**src/rtl/ecc_err_pkg.sv**
```systemverilog
package ecc_err_pkg;
    localparam int DATA_W  = 64;
    localparam int WORD_W  = 32;
    localparam int ADDR_W  = 64;
    localparam int CHK_W   = 16;
    localparam int CHK_NW  = CHK_W / 2;
    localparam int REG_AW  = 4;
    localparam int THR_LSB = 16;
    localparam int INJ_EN  = CHK_W;

    typedef enum logic [REG_AW-1:0] {
        RA_CFG     = 4'd0,
        RA_DETECT  = 4'd1,
        RA_MASK    = 4'd2,
        RA_INTEN   = 4'd3,
        RA_SBEMGT  = 4'd4,
        RA_CAP_HI  = 4'd5,
        RA_CAP_LO  = 4'd6,
        RA_CAP_CHK = 4'd7,
        RA_ADR_LO  = 4'd8,
        RA_ADR_HI  = 4'd9,
        RA_INJ_HI  = 4'd10,
        RA_INJ_LO  = 4'd11,
        RA_INJ_CTL = 4'd12
    } reg_addr_e;

    typedef struct packed {
        logic mbe;
        logic sbe;
    } err_kind_t;

    typedef struct packed {
        logic [DATA_W-1:0] data;
        logic [CHK_W-1:0]  chk;
        logic [ADDR_W-1:0] addr;
    } cap_rec_t;

    function automatic logic [CHK_W-1:0] keep_chk(logic [CHK_W-1:0] c, logic narrow_bus);
        return narrow_bus ? c : {{(CHK_W-CHK_NW){1'b0}}, c[CHK_NW-1:0]};
    endfunction
endpackage

```
**src/rtl/ecc_sbe_counter.sv**
```systemverilog
module ecc_sbe_counter
    #(parameter int CNT_W = 8)
(
    input  logic             clk,
    input  logic             rst,
    input  logic             sbe_hit,
    input  logic             thr_wr,
    input  logic [CNT_W-1:0] thr_wdata,
    output logic [CNT_W-1:0] thr_q,
    output logic [CNT_W-1:0] cnt_q,
    output logic             report
);
    logic [CNT_W:0] cnt_next;
    logic           counting;

    assign cnt_next = {1'b0, cnt_q} + 1'b1;
    assign counting = sbe_hit && (thr_q != '0);
    assign report   = counting && (cnt_next == {1'b0, thr_q});

    always_ff @(posedge clk) begin
        if (rst) begin
            thr_q <= '0;
            cnt_q <= '0;
        end else begin
            if (thr_wr)
                thr_q <= thr_wdata;
            if (thr_wr || report)
                cnt_q <= '0;
            else if (counting)
                cnt_q <= cnt_next[CNT_W-1:0];
        end
    end

    // count stays below a nonzero threshold
    assert_cnt_below_thr_R5: assert property (@(posedge clk) disable iff (rst)
        (thr_q != '0) |-> (cnt_q < thr_q));

    // count returns to zero after a report
    assert_cnt_wraps_R5: assert property (@(posedge clk) disable iff (rst)
        report |=> (cnt_q == '0));
endmodule

```
**src/rtl/ecc_detect_reg.sv**
```systemverilog
module ecc_detect_reg
    import ecc_err_pkg::*;
(
    input  logic      clk,
    input  logic      rst,
    input  err_kind_t set,
    input  logic      clr_we,
    input  err_kind_t clr_mask,
    output err_kind_t det_q
);
    err_kind_t clr_eff;

    assign clr_eff = clr_we ? clr_mask : '0;

    always_ff @(posedge clk) begin
        if (rst)
            det_q <= '0;
        else
            det_q <= (det_q & ~clr_eff) | set;
    end

    // an MBE is recorded on the next cycle
    assert_mbe_sets_R4: assert property (@(posedge clk) disable iff (rst)
        set.mbe |=> det_q.mbe);

    generate
        for (genvar b = 0; b < 2; b++) begin : g_clr
            // a clear without a colliding error drops the bit
            assert_w1c_clears_R6: assert property (@(posedge clk) disable iff (rst)
                (clr_eff[b] && !set[b]) |=> !det_q[b]);
        end
    endgenerate
endmodule

```
**src/rtl/ecc_err_capture.sv**
```systemverilog
module ecc_err_capture
    import ecc_err_pkg::*;
(
    input  logic     clk,
    input  logic     rst,
    input  logic     take,
    input  logic     locked,
    input  cap_rec_t rec,
    output cap_rec_t cap_q
);
    always_ff @(posedge clk) begin
        if (rst)
            cap_q <= '0;
        else if (take && !locked)
            cap_q <= rec;
    end

    // snapshot frozen while any detect bit is set
    assert_cap_locked_R8: assert property (@(posedge clk) disable iff (rst)
        locked |=> $stable(cap_q));
endmodule

```
**src/rtl/ecc_inject_path.sv**
```systemverilog
module ecc_inject_path
    import ecc_err_pkg::*;
(
    input  logic [WORD_W-1:0] inj_hi,
    input  logic [WORD_W-1:0] inj_lo,
    input  logic [CHK_W:0]    inj_ctl,
    input  logic [DATA_W-1:0] data_in,
    input  logic [CHK_W-1:0]  chk_in,
    output logic [DATA_W-1:0] data_out,
    output logic [CHK_W-1:0]  chk_out
);
    logic enable;

    assign enable   = inj_ctl[INJ_EN];
    assign data_out = data_in ^ (enable ? {inj_hi, inj_lo} : '0);
    assign chk_out  = chk_in ^ (enable ? inj_ctl[CHK_W-1:0] : '0);
endmodule

```
**src/rtl/ecc_err_mgr.sv**
```systemverilog
module ecc_err_mgr
    import ecc_err_pkg::*;
#(
    parameter int CNT_W = 8
)(
    input  logic              clk,
    input  logic              rst,
    input  logic              reg_we,
    input  logic [REG_AW-1:0] reg_addr,
    input  logic [WORD_W-1:0] reg_wdata,
    output logic [WORD_W-1:0] reg_rdata,
    input  logic              evt_valid,
    input  logic              evt_sbe,
    input  logic              evt_mbe,
    input  logic [DATA_W-1:0] evt_data,
    input  logic [CHK_W-1:0]  evt_chk,
    input  logic [ADDR_W-1:0] evt_addr,
    input  logic [DATA_W-1:0] wr_data_in,
    input  logic [CHK_W-1:0]  wr_chk_in,
    output logic [DATA_W-1:0] wr_data_out,
    output logic [CHK_W-1:0]  wr_chk_out,
    output logic              irq
);
    localparam int CFG_W = 2;

    logic [CFG_W-1:0]  cfg_q;
    err_kind_t         mask_q, inten_q;
    logic [WORD_W-1:0] inj_hi_q, inj_lo_q;
    logic [CHK_W:0]    inj_ctl_q;

    reg_addr_e ra;
    assign ra = reg_addr_e'(reg_addr);

    logic wr_cfg, wr_det, wr_mask, wr_inten, wr_thr;
    assign wr_cfg   = reg_we && (ra == RA_CFG);
    assign wr_det   = reg_we && (ra == RA_DETECT);
    assign wr_mask  = reg_we && (ra == RA_MASK);
    assign wr_inten = reg_we && (ra == RA_INTEN);
    assign wr_thr   = reg_we && (ra == RA_SBEMGT);

    always_ff @(posedge clk) begin
        if (rst) begin
            cfg_q     <= '0;
            mask_q    <= '0;
            inten_q   <= '0;
            inj_hi_q  <= '0;
            inj_lo_q  <= '0;
            inj_ctl_q <= '0;
        end else if (reg_we) begin
            case (ra)
                RA_CFG:     cfg_q     <= reg_wdata[CFG_W-1:0];
                RA_MASK:    mask_q    <= reg_wdata[1:0];
                RA_INTEN:   inten_q   <= reg_wdata[1:0];
                RA_INJ_HI:  inj_hi_q  <= reg_wdata;
                RA_INJ_LO:  inj_lo_q  <= reg_wdata;
                RA_INJ_CTL: inj_ctl_q <= reg_wdata[CHK_W:0];
                default: ;
            endcase
        end
    end

    // event qualification
    logic accept, sbe_hit, mbe_hit;
    assign accept  = evt_valid && cfg_q[0];
    assign sbe_hit = accept && evt_sbe && !mask_q.sbe;
    assign mbe_hit = accept && evt_mbe && !mask_q.mbe;

    logic [CNT_W-1:0] thr_q, cnt_q;
    logic             sbe_report;

    ecc_sbe_counter #(.CNT_W(CNT_W)) u_cnt (
        .clk      (clk),
        .rst      (rst),
        .sbe_hit  (sbe_hit),
        .thr_wr   (wr_thr),
        .thr_wdata(reg_wdata[THR_LSB +: CNT_W]),
        .thr_q    (thr_q),
        .cnt_q    (cnt_q),
        .report   (sbe_report)
    );

    err_kind_t det_set, det_q;
    assign det_set = '{mbe: mbe_hit, sbe: sbe_report};

    ecc_detect_reg u_det (
        .clk     (clk),
        .rst     (rst),
        .set     (det_set),
        .clr_we  (wr_det),
        .clr_mask(reg_wdata[1:0]),
        .det_q   (det_q)
    );

    cap_rec_t rec, cap_q;
    assign rec = '{data: evt_data, chk: keep_chk(evt_chk, cfg_q[1]), addr: evt_addr};

    ecc_err_capture u_cap (
        .clk   (clk),
        .rst   (rst),
        .take  (mbe_hit || sbe_report),
        .locked(|det_q),
        .rec   (rec),
        .cap_q (cap_q)
    );

    ecc_inject_path u_inj (
        .inj_hi  (inj_hi_q),
        .inj_lo  (inj_lo_q),
        .inj_ctl (inj_ctl_q),
        .data_in (wr_data_in),
        .chk_in  (wr_chk_in),
        .data_out(wr_data_out),
        .chk_out (wr_chk_out)
    );

    assign irq = |(det_q & inten_q);

    always_comb begin
        reg_rdata = '0;
        case (ra)
            RA_CFG:     reg_rdata[CFG_W-1:0] = cfg_q;
            RA_DETECT:  reg_rdata[1:0]       = det_q;
            RA_MASK:    reg_rdata[1:0]       = mask_q;
            RA_INTEN:   reg_rdata[1:0]       = inten_q;
            RA_SBEMGT: begin
                reg_rdata[THR_LSB +: CNT_W] = thr_q;
                reg_rdata[CNT_W-1:0]        = cnt_q;
            end
            RA_CAP_HI:  reg_rdata = cap_q.data[DATA_W-1:WORD_W];
            RA_CAP_LO:  reg_rdata = cap_q.data[WORD_W-1:0];
            RA_CAP_CHK: reg_rdata[CHK_W-1:0] = cap_q.chk;
            RA_ADR_LO:  reg_rdata = cap_q.addr[WORD_W-1:0];
            RA_ADR_HI:  reg_rdata = cap_q.addr[ADDR_W-1:WORD_W];
            RA_INJ_HI:  reg_rdata = inj_hi_q;
            RA_INJ_LO:  reg_rdata = inj_lo_q;
            RA_INJ_CTL: reg_rdata[CHK_W:0] = inj_ctl_q;
            default: ;
        endcase
    end

    // with ECC off no error reaches the detect logic
    assert_off_ignores_R2: assert property (@(posedge clk) disable iff (rst)
        (!cfg_q[0] && !wr_det && !wr_thr) |=> ($stable(det_q) && $stable(cnt_q)));

    // interrupt falls once nothing enabled is pending
    assert_irq_quiet_R7: assert property (@(posedge clk) disable iff (rst)
        ((det_q & inten_q) == '0) |-> !irq);
endmodule

```
**config.mk**
```make
export PLATFORM = sky130hd
export DESIGN_NAME = ecc_err_mgr
export DESIGN_NICKNAME = d
export VERILOG_FILES = /design/src/rtl/ecc_err_pkg.sv /design/src/rtl/ecc_sbe_counter.sv /design/src/rtl/ecc_detect_reg.sv /design/src/rtl/ecc_err_capture.sv /design/src/rtl/ecc_inject_path.sv /design/src/rtl/ecc_err_mgr.sv
export SDC_FILE = /design/constraint.sdc
export NUM_CORES = 1
export LEC_CHECK = 0
export BUFFER_PORTS_ARGS = -buffer_cell sky130_fd_sc_hd__buf_2
export CAP_MARGIN = 20
export CORE_ASPECT_RATIO = 1.1
export CORE_MARGIN = 2
export CORE_UTILIZATION = 40
export CTS_BUF_LIST = sky130_fd_sc_hd__clkbuf_8
export DETAILED_ROUTE_END_ITERATION = 8
export SKIP_CTS_REPAIR_TIMING = 1
export SLEW_MARGIN = 20
export SYNTH_ARGS = -nofsm -noshare
export SYNTH_HDL_FRONTEND = slang
export SYNTH_HIERARCHICAL = 1
export SYNTH_SLANG_ARGS = --single-unit
```
**constraint.sdc**
```tcl
create_clock -name clk -period 6.4 [get_ports clk]
set_clock_uncertainty 0.1 [all_clocks]
set_input_delay 0.32 -clock clk [delete_from_list [all_inputs] [get_ports clk]]
set_output_delay 0.32 -clock clk [all_outputs]
set_load 0.03 [all_outputs]
```
* Word level (Yosys, flattened, before mapping)
Cells that the tools add are included.
** Storage, ports and cells
- Input bits :: 266
- Output and inout bits :: 113
- Register bits :: 249
- Logic and storage cells :: 71
** Operators by class
- Mux-type cells :: 10
- Equal/unequal tests :: 13
- Bitwise gates (word level) :: 6
- Reductions and logical operators :: 26
- $add $sub $neg :: 1
** Operators with widths (number)
- 64-bit two-way mux :: 1
- 8-bit case mux with 8 select lines :: 1
- 64-bit XOR :: 1
- 6-bit case mux with 9 select lines :: 1
- 7-bit case mux with 7 select lines :: 1
- 8-bit case mux with 6 select lines :: 1
- 16-bit two-way mux :: 2
- 2-bit case mux with 13 select lines :: 1
- 4-bit == test (second input constant) :: 5
- 4-bit by 3-bit == test with 1-bit output (second input constant) :: 4
- 16-bit XOR :: 1
- 2-bit AND reduction :: 6
- 1-bit logical AND :: 10
- 8-bit by 1-bit adder with 9-bit output (second input constant) :: 1
- 9-bit by 8-bit == test with 1-bit output :: 1
- 4-bit by 2-bit == test with 1-bit output (second input constant) :: 2
- 1-bit case mux with 8 select lines :: 1
- 8-bit nonzero test :: 1
- 2-bit OR reduction :: 3
- 2-bit bitwise AND :: 2
- 4-bit by 1-bit == test with 1-bit output (second input constant) :: 1
- 4-bit zero test :: 1
- 1-bit zero test :: 3
- 1-bit logical OR :: 2
- 3 further kinds :: 3

* Longest topological paths before layout
Gate-level depths: netlist of run 1.
- Depth in word-level cells :: 7
- Depth in mapped cells :: 12
- Mapped depth without buffers :: 8

* Hierarchy
Netlist of run 1, hierarchy kept.
** By module, submodules not included
- ecc_err_capture :: instances 1, seq. area each 2882.8 µm², area an instance 6730.2 µm², cells an instance 657
- ecc_err_mgr :: instances 1, seq. area each 1741.7 µm², area an instance 4849.7 µm², cells an instance 626
- ecc_inject_path :: instances 1, seq. area each 0.0 µm², area an instance 1102.3 µm², cells an instance 169
- ecc_sbe_counter :: instances 1, seq. area each 320.3 µm², area an instance 913.4 µm², cells an instance 97
- ecc_detect_reg :: instances 1, seq. area each 40.0 µm², area an instance 72.6 µm², cells an instance 8

* Worst setup path before layout of run 1
OpenSTA, ideal clock, no wires.
- Kind :: register to register
- From :: register u_cnt.cnt_q[0]
- To :: register, netlist name u_cap/cap_q[100]
- Required time :: 6184 ps
- Data arrival time :: 2515 ps
- Path slack :: 3669 ps
- Cell stages (with the launch flop) :: 13
- Path buffers :: 4
- Library setup time :: 116 ps
- Cells stage by stage :: dfxtp_1 -> ha_1 -> xor2_1 -> nor2_1 -> o2111ai_2 -> nor4_4 -> or2_2 -> buf_6 -> nor2b_4 -> buf_6 -> buf_6 -> buf_6 -> o21ai_2
** Between the ends
- Word-level cells in the longest chain between the ends :: 5
** RTL lines
- start, declared :: RTL line ecc_sbe_counter.sv:10 : output logic [CNT_W-1:0] cnt_q,
- start signal, assigned :: RTL line ecc_sbe_counter.sv:30 : cnt_q <= cnt_next[CNT_W-1:0];
- 8-bit by 1-bit adder with 9-bit output :: RTL line ecc_sbe_counter.sv:16 : assign cnt_next = {1'b0, cnt_q} + 1'b1;
- via u_cnt.cnt_next[1] :: RTL line ecc_sbe_counter.sv:13 : logic [CNT_W:0] cnt_next;
- 9-bit by 8-bit == test with 1-bit output :: RTL line ecc_sbe_counter.sv:18 : assign report = counting && (cnt_next == {1'b0, thr_q});
- 1-bit logical AND :: RTL line ecc_sbe_counter.sv:18
- via sbe_report :: RTL line ecc_err_mgr.sv:69 : logic sbe_report;
- 1-bit logical OR :: RTL line ecc_err_mgr.sv:100 : .take (mbe_hit || sbe_report),
- 1-bit logical AND :: RTL line ecc_err_capture.sv:14 : else if (take && !locked)
The timed path passes the listed nets, and every way through them passes these cells.
A chain may end at the register's enable or synchronous reset.

* Worst setup path in the final report of run 1
- From :: register u_cnt.cnt_q[0]
- To :: register, netlist name u_cap/cap_q[78]
** Between the ends
- Word-level cells in the longest chain between the ends :: 5
** RTL lines (RTL line)
- 8-bit by 1-bit adder with 9-bit output :: ecc_sbe_counter.sv:16
- 9-bit by 8-bit == test with 1-bit output :: ecc_sbe_counter.sv:18
- 1-bit logical AND :: ecc_sbe_counter.sv:18
- via sbe_report :: ecc_err_mgr.sv:69
- 1-bit logical OR :: ecc_err_mgr.sv:100
- 1-bit logical AND :: ecc_err_capture.sv:14
The timed path passes the listed nets, and every way through them passes these cells.

==> results of run 1 <==
-- area by class of cell --
cell class                      count  area (um^2)  share of cell area (%)
Timing Repair Buffer              549         3620                    20.3
Sequential cell                   249         4990                    28.0
Multi-Input combinational cell   1150         7810                    43.8
Clock inverter                     17         76.3                   0.428
Inverter                            4         15.0                  0.0842
Tap cell                          438          548                    3.07
Clock buffer                       56          771                    4.32
Antenna cell                        1         2.50                  0.0140
-- cells in the final DEF (no fill, tap or decap), drive strengths merged, types with 2 or more instances in the layout --
cell	n
or3	2
o21a	3
nand4bb	144
and4b	2
and4bb	4
or4	2
dlygate4sd3	157
xnor2	90
clkbuf	56
mux2	4
or2	2
o211ai	4
nand3	33
nor4	9
clkinvlp	3
a21oi	87
o21ai	149
nor2b	11
a22o	22
buf	392
a222oi	14
nor3	4
nand4	4
and2	13
a22oi	51
xor2	6
a32oi	7
nor3b	5
nand2	271
mux2i	12
a311oi	2
o2111ai	4
a221oi	15
dfxtp	249
nor2	20
nand2b	145
inv	17
-- flip-flops by register name (all words and copies together) (netlist names), 8 cells and up --
register / flops
inj_hi_q: 32
u_cnt/cnt_q: 8
u_cap/cap_q: 144
inj_ctl_q: 17
u_cnt/thr_q: 8
inj_lo_q: 32
-- metal layers --
metal / vias up / wire [um] / track usage [%]
met5: - / 0 / 0
met4: 0 / 2270 / 14.8
met3: 109 / 3900 / 5.52
met2: 650 / 27300 / 48.4
met1: 6515 / 21600 / 34.4
li1: 6412 / - / -
-- Yosys cell counts (3+ instances only) --
master / number / area, um^2
o2111ai_1: 3 / 26.3
o21ai_2: 50 / 438
a22oi_1: 51 / 383
clkbuf_2: 6 / 30.0
nor3b_1: 5 / 37.5
a32oi_1: 7 / 61.3
nand2_1: 271 / 1020
buf_6: 30 / 338
a221oi_2: 8 / 120
nand3_1: 32 / 160
a21oi_1: 87 / 435
o21ai_1: 57 / 285
o211ai_1: 4 / 30.0
nand2b_1: 145 / 907
buf_4: 14 / 105
a222oi_1: 14 / 140
inv_1: 4 / 15.0
xnor2_1: 90 / 788
xor2_1: 6 / 52.6
nor2_1: 19 / 71.3
a221oi_1: 7 / 61.3
buf_2: 24 / 120
clkbuf_1: 79 / 297
nand4_1: 4 / 25.0
nor3_1: 3 / 15.0
mux2_2: 4 / 45.0
nor4_1: 6 / 37.5
mux2i_1: 12 / 120
and2_1: 13 / 81.3
nand4bb_1: 144 / 1620
nor2b_1: 10 / 62.6
a22o_1: 22 / 193
dfxtp_1: 249 / 4980
o21ai_0: 42 / 210
-- kinds of logic (layout without fill, tap and decap cells) --
group | Yosys count | after routing | synth area share, %
xor gates and xnor gates | 96 | 96 | 6.15
DFF | 249 | 249 | 36.5
adders and majority gates | 1 | 1 | 0.0915
other | 0 | 1 | 0
buffers and inverters | 158 | 626 | 6.65
muxes | 16 | 16 | 1.21
AOI/OAI and AO/OA | 362 | 362 | 18.1
and+or+nand+nor | 675 | 675 | 31.3
-- metrics by stage --
stage                     utilization, %  instance area (um^2)  total power [mW]
final                               52.6                 17800              3.45
after global routing                52.6                 17800              3.57
after CTS                           47.8                 16200              3.38
after detailed placement            45.3                 15400              1.95
after global placement              45.3                 15400              1.95
after floorplan                        -                 13700              1.79
-- critical path, stage by stage, from the launching register on --
cell     delay [ns]
dfxtp_1        0.45
ha_1           0.31
nand3_1        0.14
o21ai_0        0.22
o31ai_2        0.12
nor4_4         0.68
or2_4          0.69
nor2b_4        1.00
buf_12         0.38
o21ai_0        0.17
-- power by group --
part | switching [mW] | leakage (nW) | internal, mW
combinational | 0.227 | 4.09 | 0.203
sequential | 0.0119 | 2.01 | 1.56
clock | 0.671 | 0.476 | 0.778
total | 0.909 | 6.57 | 2.54
-- how the worst max path moves through the flow --
stage / from / end / slack [ns] / cells past startpoint
finish: u_cnt/cnt_q[0] / u_cap/cap_q[78] / 1.92 / 9
global route: u_cnt/cnt_q[0] / u_cap/cap_q[79] / 1.59 / 9
CTS: u_cnt/cnt_q[0] / u_cap/cap_q[74] / 1.94 / 9
detailed placement: evt_valid / u_cap/cap_q[74] / 1.93 / 10
global placement: evt_valid / u_cap/cap_q[41] / 2.04 / 10
floorplan: u_cnt/cnt_q[0] / u_cap/cap_q[100] / 3.67 / 12
==> metrics.txt, run 1 <==
crit path capture type=flip-flop; row cnt=between 70 and 80; number of max-cap violations=0; overall routing resource usage=between 20% and 30%; first-pass GRT wire length=78.3 mm; min-delay worst type=input port to flip-flop; RSZ-0062 raised after global routing=false; Final Non-Filler Cells=2,464; Setup Total Neg Slack=0 ns; worst reg2reg path depth=9; reg2reg end=u_cap/cap_q[78]; CTS Buf Count=44; clk buf depth=3; Die Ht=approximately 200 um; fill cell count=about 3,200; grt total ovfl=0; Warnings, synthesis=6; Seq/Total Area, Yosys=a little over a third; fmax=between 0.2 and 0.25 GHz; placed insts=~2,200; type of origin of the critical path=flip-flop; wire per inst=roughly 22 um; number of synthesized register bits=between 200 and 250; worst path required time=6.71 ns; setup violators final=0; Netlist cell types=61; DR pass1 iterations=5; Avg Inst Size Synth=between 8 and 9 um^2; Top FF cell, synth=dfxtp_1; Synth Instances=about 1,600; CTS Sinks=249; Worst R2R Setup Slack=~1.9 ns; CTS tree=done; DP Wirelength=~37 mm; final-report max-slew violation count=0; DR DRC count=0; Clk Latency, worst-skew pair=around 0.56 ns; Hold Path Origin=evt_chk[5]; vias in the first global route=around 13,000; buffers added on ports=about 380; Via-to-Cell Ratio=around 5.6; Core Box Area=~34,000 um^2; Root Buffer=clkbuf_8; violated checks=hold timing; Period minus WS final=between 4 and 5 ns; initial antenna violation count=1; worst hold stages=3; FF-to-FF Start=u_cnt/cnt_q[0]; GPL Wtd Cong=just over 0.9; DIE AREA=35,700 um^2; final worst setup slack=~1.9 ns; DIE WIDTH=around 180 um; Clock transition at path regs=~0.06 ns; via total after detailed routing=between 10,000 and 15,000; final WL=about 55 mm; Worst Hold End=u_cap/cap_q[69]; CP max FO=63; Final period util=between 60% and 70%; status=finished, violations left; Initial Util=between 40 and 50%; Net Count, Synth=around 1,800; Final Hold Vio Count=1; Antenna Nets Post-Route=0; share of layout cells above drive strength 1=26.7%; Mapped Area=approximately 14,000 um^2; Pleak=6.57 nW; synth-to-layout area growth=30.5%; largest net degree at the start of global routing=between 200 and 250; ys async rst share=0%; hold slack=-0.0420 ns; CTS H-tree lvls=2; IO Count=~380; Slew headroom=between 20% and 30%; power density over the cells=just under 200 nW/um^2; Initial DRC Count=around 1,100; Peak supply drop=110 uV; number of synthesized flops with an enable pin=0; fin nets=approximately 2,300; worst-margin pin slew=approximately 1.1 ns; WS Path Type=flip-flop to flip-flop; critical path arrival=4.79 ns; Place WS=approximately 1.9 ns
Power figures use the tool's default switching activity.
==> run 2: changes to the inputs <==
--- a/config.mk
+++ b/config.mk
@@ -5,6 +5,7 @@
 export SDC_FILE = /design/constraint.sdc
 export NUM_CORES = 1
 export LEC_CHECK = 0
+export ABC_AREA = 1
 export BUFFER_PORTS_ARGS = -buffer_cell sky130_fd_sc_hd__buf_2
 export CAP_MARGIN = 20
 export CORE_ASPECT_RATIO = 1.1
==> constraint.sdc (replaced) <==
create_clock -name clk -period 4.6 [get_ports clk]
set_clock_uncertainty 0.1 [all_clocks]
set_input_delay 0.23 -clock clk [delete_from_list [all_inputs] [get_ports clk]]
set_output_delay 0.23 -clock clk [all_outputs]
set_load 0.03 [all_outputs]
==> metrics.txt, run 2 <==
status=finished, violations left (unchanged); violated checks=hold timing (unchanged); Net Sw Power=1.33 mW (was 0.909 mW); Power, Total=5.06 mW (was 3.45 mW); setup violators final=0 (unchanged); Final Hold Vio Count=10 (was 1); Largest register FFs=144 (unchanged); min-delay worst type=input port to flip-flop (unchanged); commonest non-fill, non-tap cells in the layout=nand2_1 (734), buf_2 (377), nor2_1 (367) (was buf_2 (377), nand2_1 (271), dfxtp_1 (248)); Slew headroom=27.0% (was 26.6%); CP max FO=88 (was 63); Die Ht=202 um (was 198 um); Biggest register=u_cap/cap_q (unchanged); first-pass GRT wire length=76.1 mm (was 78.3 mm); final-report max-slew violation count=0 (unchanged); Setup Total Neg Slack=0 ns (unchanged); number of max-cap violations=0 (unchanged); clk buf depth=3 (unchanged); number of synthesized flops with an enable pin=0 (unchanged); Antenna Nets Post-Route=0 (unchanged); Peak supply drop=179 uV (was 110 uV); hold slack=-0.0692 ns (was -0.0420 ns); DR DRC count=0 (unchanged); overall routing resource usage=26.3% (was 28.5%); CTS Buf Count=44 (unchanged); IO Count=379 (unchanged); ys async rst share=0% (unchanged); Net Count, Synth=2,638 (was 1,824); Via-to-Cell Ratio=4.85 (was 5.55); CTS H-tree lvls=2 (unchanged); Commonest cells post-synth=nand2_1 (734), nor2_1 (368), inv_1 (318), nand3_1 (303), dfxtp_1 (249) (was nand2_1 (271), dfxtp_1 (249), nand2b_1 (145), nand4bb_1 (144), xnor2_1 (90)); count leader, synth=nand2_1 (unchanged); row cnt=72 (was 71); Pleak=9.28 nW (was 6.57 nW); power density over the cells=269 nW/um^2 (was 193 nW/um^2); Largest regs=u_cap/cap_q x144, inj_hi_q x32, inj_lo_q x32 (unchanged); Top FF cell, synth=dfxtp_1 (unchanged); Switching Fraction=26.3% (was 26.4%); share of layout cells above drive strength 1=17.2% (was 26.7%); cell-internal power=3.73 mW (was 2.54 mW); fmax=0.309 GHz (was 0.223 GHz); leading area contributor after synthesis=dfxtp_1 (unchanged); largest net degree at the start of global routing=124 (was 224); Reg power frac=43.5% (was 45.6%); CTS tree=done (unchanged); final WL=52.5 mm (was 55.0 mm); Netlist cell types=34 (was 61); Root Buffer=clkbuf_8 (unchanged); share of the synthesized area in the top cell type=35.1% (was 36.5%); most common cell after layout, fill and taps aside=nand2_1 (was buf_2); placed insts=3,076 (was 2,232); vias in the first global route=13,900 (was 12,700); type of origin of the critical path=flip-flop (unchanged); GPL Wtd Cong=0.874 (was 0.919); Core Box Area=35,100 um^2 (was 33,900 um^2); Seq/Total Area, Yosys=35.1% (was 36.5%); DP Wirelength=37.1 mm (was 37.4 mm); synth top area cells=dfxtp_1 (35%), nand2_1 (19%), nand3_1 (11%), nor2_1 (9.7%), inv_1 (8.4%) (was dfxtp_1 (36%), nand4bb_1 (12%), nand2_1 (7.4%), nand2b_1 (6.6%), xnor2_1 (5.8%)); Final period util=70.4% (was 70.0%); DR pass1 iterations=5 (unchanged); initial antenna violation count=3 (was 1); Clk Latency, worst-skew pair=0.56 ns (about the same); Synth Instances=2,371 (was 1,557); Warnings, synthesis=6 (unchanged); RSZ-0062 raised after global routing=false (unchanged); worst-margin pin slew=1.09 ns (was 1.10 ns); grt total ovfl=0 (unchanged); Initial DRC Count=1,192 (was 1,113); wire per inst=15.8 um (was 22.3 um); DIE WIDTH=184 um (was 180 um); number of synthesized register bits=249 (unchanged); via total after detailed routing=16,200 (was 13,700); Period minus WS final=3.24 ns (was 4.48 ns); fin nets=3,119 (was 2,265); WS Path Type=flip-flop to flip-flop (unchanged); CTS Sinks=249 (unchanged); Combinational Power Share=13.2% (was 12.5%); Avg Inst Size Synth=6.00 um^2 (was 8.78 um^2); buffers added on ports=378 (unchanged); synth-to-layout area growth=32.1% (was 30.5%); Mapped Area=14,200 um^2 (was 13,700 um^2); Clk pwr share=43.2% (was 42.0%); Clock transition at path regs=0.06 ns (about the same); worst path required time=5.00 ns (was 6.71 ns); Final Non-Filler Cells=3,331 (was 2,464); critical path arrival=3.64 ns (was 4.79 ns); Initial Util=40.5% (was 40.3%); crit path capture type=flip-flop (unchanged); DIE AREA=37,100 um^2 (was 35,700 um^2)
## run 2: cell count changes after synthesis, moves of 50 or more
cell	change
o21ai_2	-50
nand3_1	+271
nor2_1	+349
a22oi_1	-51
o21bai_1	+52
nand2b_1	-145
nand4bb_1	-144
xnor2_1	-88
inv_1	+314
nand2_1	+463
## run 2: kinds of logic (layout without fill, tap and decap cells)
kind of cell | Yosys count | in the layout | share of synthesized area [%]
fa+ha+maj | 1 | 1 | 0.0880
other cells | 0 | 2 | 0
flops | 249 | 249 | 35.1
buf+inv | 461 | 975 | 14.1
xor+xnor | 5 | 5 | 0.308
simple gates | 1440 | 1440 | 41.8
compound gates | 215 | 215 | 8.69
## run 2: worst paths after layout
| path | start | endpoint | slack, ns | cells after the start |
|---|---|---|---|---|
| worst max-delay path | u_cnt/cnt_q[0] | u_cap/cap_q[90] | 1.36 | 15 |
| worst min-delay path | evt_data[50] | u_cap/cap_q[130] | -0.07 | 5 |
| worst max register to register | u_cnt/cnt_q[0] | u_cap/cap_q[90] | 1.36 | 15 |
| worst min register to register | inj_hi_q[31] | inj_hi_q[31] | 0.38 | 2 |
## run 2: layout make-up
| type | count | area, um^2 |
|---|---|---|
| Clock buffer | 56 | 771 |
| Antenna cell | 2 | 5.00 |
| Timing Repair Buffer | 570 | 3830 |
| Tap cell | 444 | 556 |
| Sequential cell | 249 | 4990 |
| Multi-Input combinational cell | 1661 | 7240 |
| Clock inverter | 23 | 174 |
| Inverter | 326 | 1230 |
| Fill cell | 3697 | 16300 |
## run 2: routing by layer
layer  vias to the layer above  track usage, %  share of wire, %
li1                       8235               -                 -
met1                      7297            37.5                46
met2                       570            41.7                45
met3                        67            3.93               7.2
met4                         2            6.00               2.0
met5                         -               0             0.025
## run 2: per-stage QoR
stage	worst slack (ns)	hold slack (ns)	utilization [%]	instance area [um^2]
after global routing	0.995	0.00527	53.5	18800
after floorplan	2.15	0.199	-	14200
final	1.36	-0.0692	53.5	18800
after CTS	1.38	-0.167	48.4	17000
after detailed placement	1.40	0.371	45.8	16100
after global placement	1.49	0.362	45.8	16100
## run 2: power groups by stage
stage | registers (mW) | logic [mW] | clock network (mW)
after floorplan | 2.24 | 0.315 | 0
after global placement | 2.25 | 0.537 | 0
after detailed placement | 2.25 | 0.541 | 0
after CTS | 2.20 | 0.544 | 2.22
after global routing | 2.20 | 0.729 | 2.32
final | 2.20 | 0.670 | 2.19
## run 2: critical path, cell delays in order, from the launching register on
cell     delay (ns)
dfxtp_1        0.51
ha_1           0.34
nand4_2        0.18
nor2_1         0.13
nand2_1        0.07
nand2_1        0.10
nand2_1        0.05
nand2_1        0.08
nand3_2        0.11
inv_1          0.09
or2_4          0.52
inv_2          0.14
nor2_8         0.16
buf_12         0.31
nor2_1         0.09
nor2_1         0.10
==> run 3: changes to the inputs <==
--- a/config.mk
+++ b/config.mk
@@ -13,6 +13,7 @@
 export CORE_UTILIZATION = 40
 export CTS_BUF_LIST = sky130_fd_sc_hd__clkbuf_8
 export DETAILED_ROUTE_END_ITERATION = 8
+export PLACE_DENSITY = 0.66
 export SKIP_CTS_REPAIR_TIMING = 1
 export SLEW_MARGIN = 20
 export SYNTH_ARGS = -nofsm -noshare
==> constraint.sdc (replaced) <==
create_clock -name clk -period 2.71 [get_ports clk]
set_clock_uncertainty 0.1 [all_clocks]
set_input_delay 0.1355 -clock clk [delete_from_list [all_inputs] [get_ports clk]]
set_output_delay 0.1355 -clock clk [all_outputs]
set_load 0.03 [all_outputs]
==> metrics.txt, run 3 (same netlist as run 2, synthesis figures left out) <==
Pleak=9.40 nW (was 9.28 nW); Final period util=90.9% (was 70.4%); via total after detailed routing=16,500 (was 16,200); synth-to-layout area growth=34.0% (was 32.1%); power density over the cells=431 nW/um^2 (was 269 nW/um^2); DIE WIDTH=184 um (unchanged); Setup Total Neg Slack=0 ns (unchanged); buffers added on ports=378 (unchanged); initial antenna violation count=1 (was 3); fin nets=3,148 (was 3,119); worst-margin pin slew=0.688 ns (was 1.09 ns); type of origin of the critical path=flip-flop (unchanged); DR DRC count=0 (unchanged); largest net degree at the start of global routing=153 (was 124); CTS Buf Count=42 (was 44); reg2reg end=u_cap/cap_q[123] (was u_cap/cap_q[90]); Largest regs=u_cap/cap_q x144, inj_hi_q x32, inj_lo_q x32 (unchanged); Slew headroom=54.1% (was 27.0%); fmax=0.406 GHz (was 0.309 GHz); FF-to-FF Start=u_cnt/cnt_q[0] (unchanged); worst path required time=3.09 ns (was 5.00 ns); Final Hold Vio Count=0 (was 10); row cnt=72 (unchanged); Clock transition at path regs=0.06 ns (about the same); Worst Hold End=inj_lo_q[24] (was u_cap/cap_q[130]); IO Count=379 (unchanged); worst reg2reg path depth=14 (was 15); final-report max-slew violation count=0 (unchanged); Hold Path Origin=rst (was evt_data[50]); Die Ht=202 um (unchanged); WS Path Type=flip-flop to flip-flop (unchanged); first-pass GRT wire length=76.8 mm (was 76.1 mm); overall routing resource usage=26.4% (was 26.3%); Initial Util=40.5% (unchanged); vias in the first global route=14,200 (was 13,900); Core Box Area=35,100 um^2 (unchanged); Power, Total=8.21 mW (was 5.06 mW); status=finished, final reports clean (was finished, violations left); grt total ovfl=0 (unchanged); GPL Wtd Cong=0.906 (was 0.874); CTS Sinks=249 (unchanged); Peak supply drop=287 uV (was 179 uV); setup violators final=0 (unchanged); Via-to-Cell Ratio=4.92 (was 4.85); crit path capture type=flip-flop (unchanged); Place WS=0.243 ns (was 1.40 ns); Initial DRC Count=1,184 (was 1,192); min-delay worst type=input port to flip-flop (unchanged); Largest register FFs=144 (unchanged); DIE AREA=37,100 um^2 (unchanged); DR pass1 iterations=6 (was 5); wire per inst=15.9 um (was 15.8 um); DP Wirelength=38.0 mm (was 37.1 mm); Root Buffer=clkbuf_8 (unchanged); clk buf depth=3 (unchanged); worst hold stages=2 (was 5); Clk Latency, worst-skew pair=0.55 ns (was 0.56 ns); critical path arrival=2.84 ns (was 3.64 ns); share of layout cells above drive strength 1=17.7% (was 17.2%); CTS H-tree lvls=2 (unchanged); number of max-cap violations=0 (unchanged); Antenna Nets Post-Route=0 (unchanged); Worst R2R Setup Slack=0.25 ns (was 1.36 ns); commonest non-fill, non-tap cells in the layout=nand2_1 (734), buf_2 (377), nor2_1 (367) (unchanged); CTS tree=done (unchanged); Period minus WS final=2.46 ns (was 3.24 ns); Biggest register=u_cap/cap_q (unchanged); final WL=53.4 mm (was 52.5 mm); RSZ-0062 raised after global routing=false (unchanged); CP max FO=45 (was 88); most common cell after layout, fill and taps aside=nand2_1 (unchanged); final worst setup slack=0.248 ns (was 1.36 ns)
run 3: changes by cell type in the layout (fill, tap and decap cells not counted):
cell           delta
dlygate4sd3_1     +9
buf_12           +12
ha_1              -1
clkbuf_8          -3
bufinv_16         -3
inv_1             -1
ha_2              +1
clkinv_2          +2
diode_2           -1
inv_6             +1
buf_16            -1
buf_6             +1
buf_4            +10
run 3: layout make-up:
cell class,instances,area (um^2)
timing repair buffer,601,4220
multi-input combinational,1661,7240
fill,3536,16100
inverter,326,1230
clock inverter,22,98.8
antenna,1,2.50
clock buffer,53,729
tap,444,556
sequential,249,4990
run 3: power breakdown:
| group | total, mW | internal [mW] | switching, mW |
|---|---|---|---|
| logic | 1.17 | 0.512 | 0.656 |
| registers | 3.73 | 3.70 | 0.0354 |
| clock network | 3.31 | 1.76 | 1.55 |
| total | 8.21 | 5.97 | 2.24 |
run 3: how the worst max path moves through the flow:
stage | start | slack (ns) | cells past startpoint | end
6_report | u_cnt/cnt_q[0] | 0.25 | 14 | u_cap/cap_q[123]
3_5_place_dp | u_cnt/cnt_q[0] | 0.24 | 14 | u_cap/cap_q[57]
3_3_place_gp | u_cnt/cnt_q[0] | 0.23 | 14 | u_cap/cap_q[130]
5_1_grt | u_cnt/cnt_q[1] | 0.01 | 15 | u_cap/cap_q[17]
4_1_cts | u_cnt/cnt_q[0] | 0.22 | 14 | u_cap/cap_q[108]
2_1_floorplan | u_cnt/cnt_q[1] | 0.26 | 16 | u_cap/cap_q[100]
run 3: through the flow:
step / area (um^2) / hold slack (ns) / instances / util, %
after floorplan: 14200 / 0.105 / 2371 / -
after global placement: 16400 / 0.318 / 3099 / 46.7
after detailed placement: 16400 / 0.330 / 3099 / 46.7
after CTS: 17200 / -0.249 / 3174 / 49.0
after global routing: 19100 / 0.0114 / 3357 / 54.2
final: 19100 / 0.00483 / 3357 / 54.2
run 3: routing by layer:
layer	wire length (um)	global-route usage [%]
met1	23800	36.6
met2	24600	42.8
met3	3570	3.49
met4	1410	7.49
met5	0	0
run 3: worst max-delay path, cell delays in order, from the launching register on:
cell and delay [ns]:
dfxtp_1 0.33, ha_2 0.30, xnor2_1 0.15, nand2_1 0.08, nor2_1 0.11, nand3_1 0.12
nor2_2 0.15, nand3_2 0.11, inv_1 0.09, or2_4 0.17, inv_2 0.07, nor2_8 0.16
buf_12 0.25, nor2_1 0.07, nor2_1 0.11
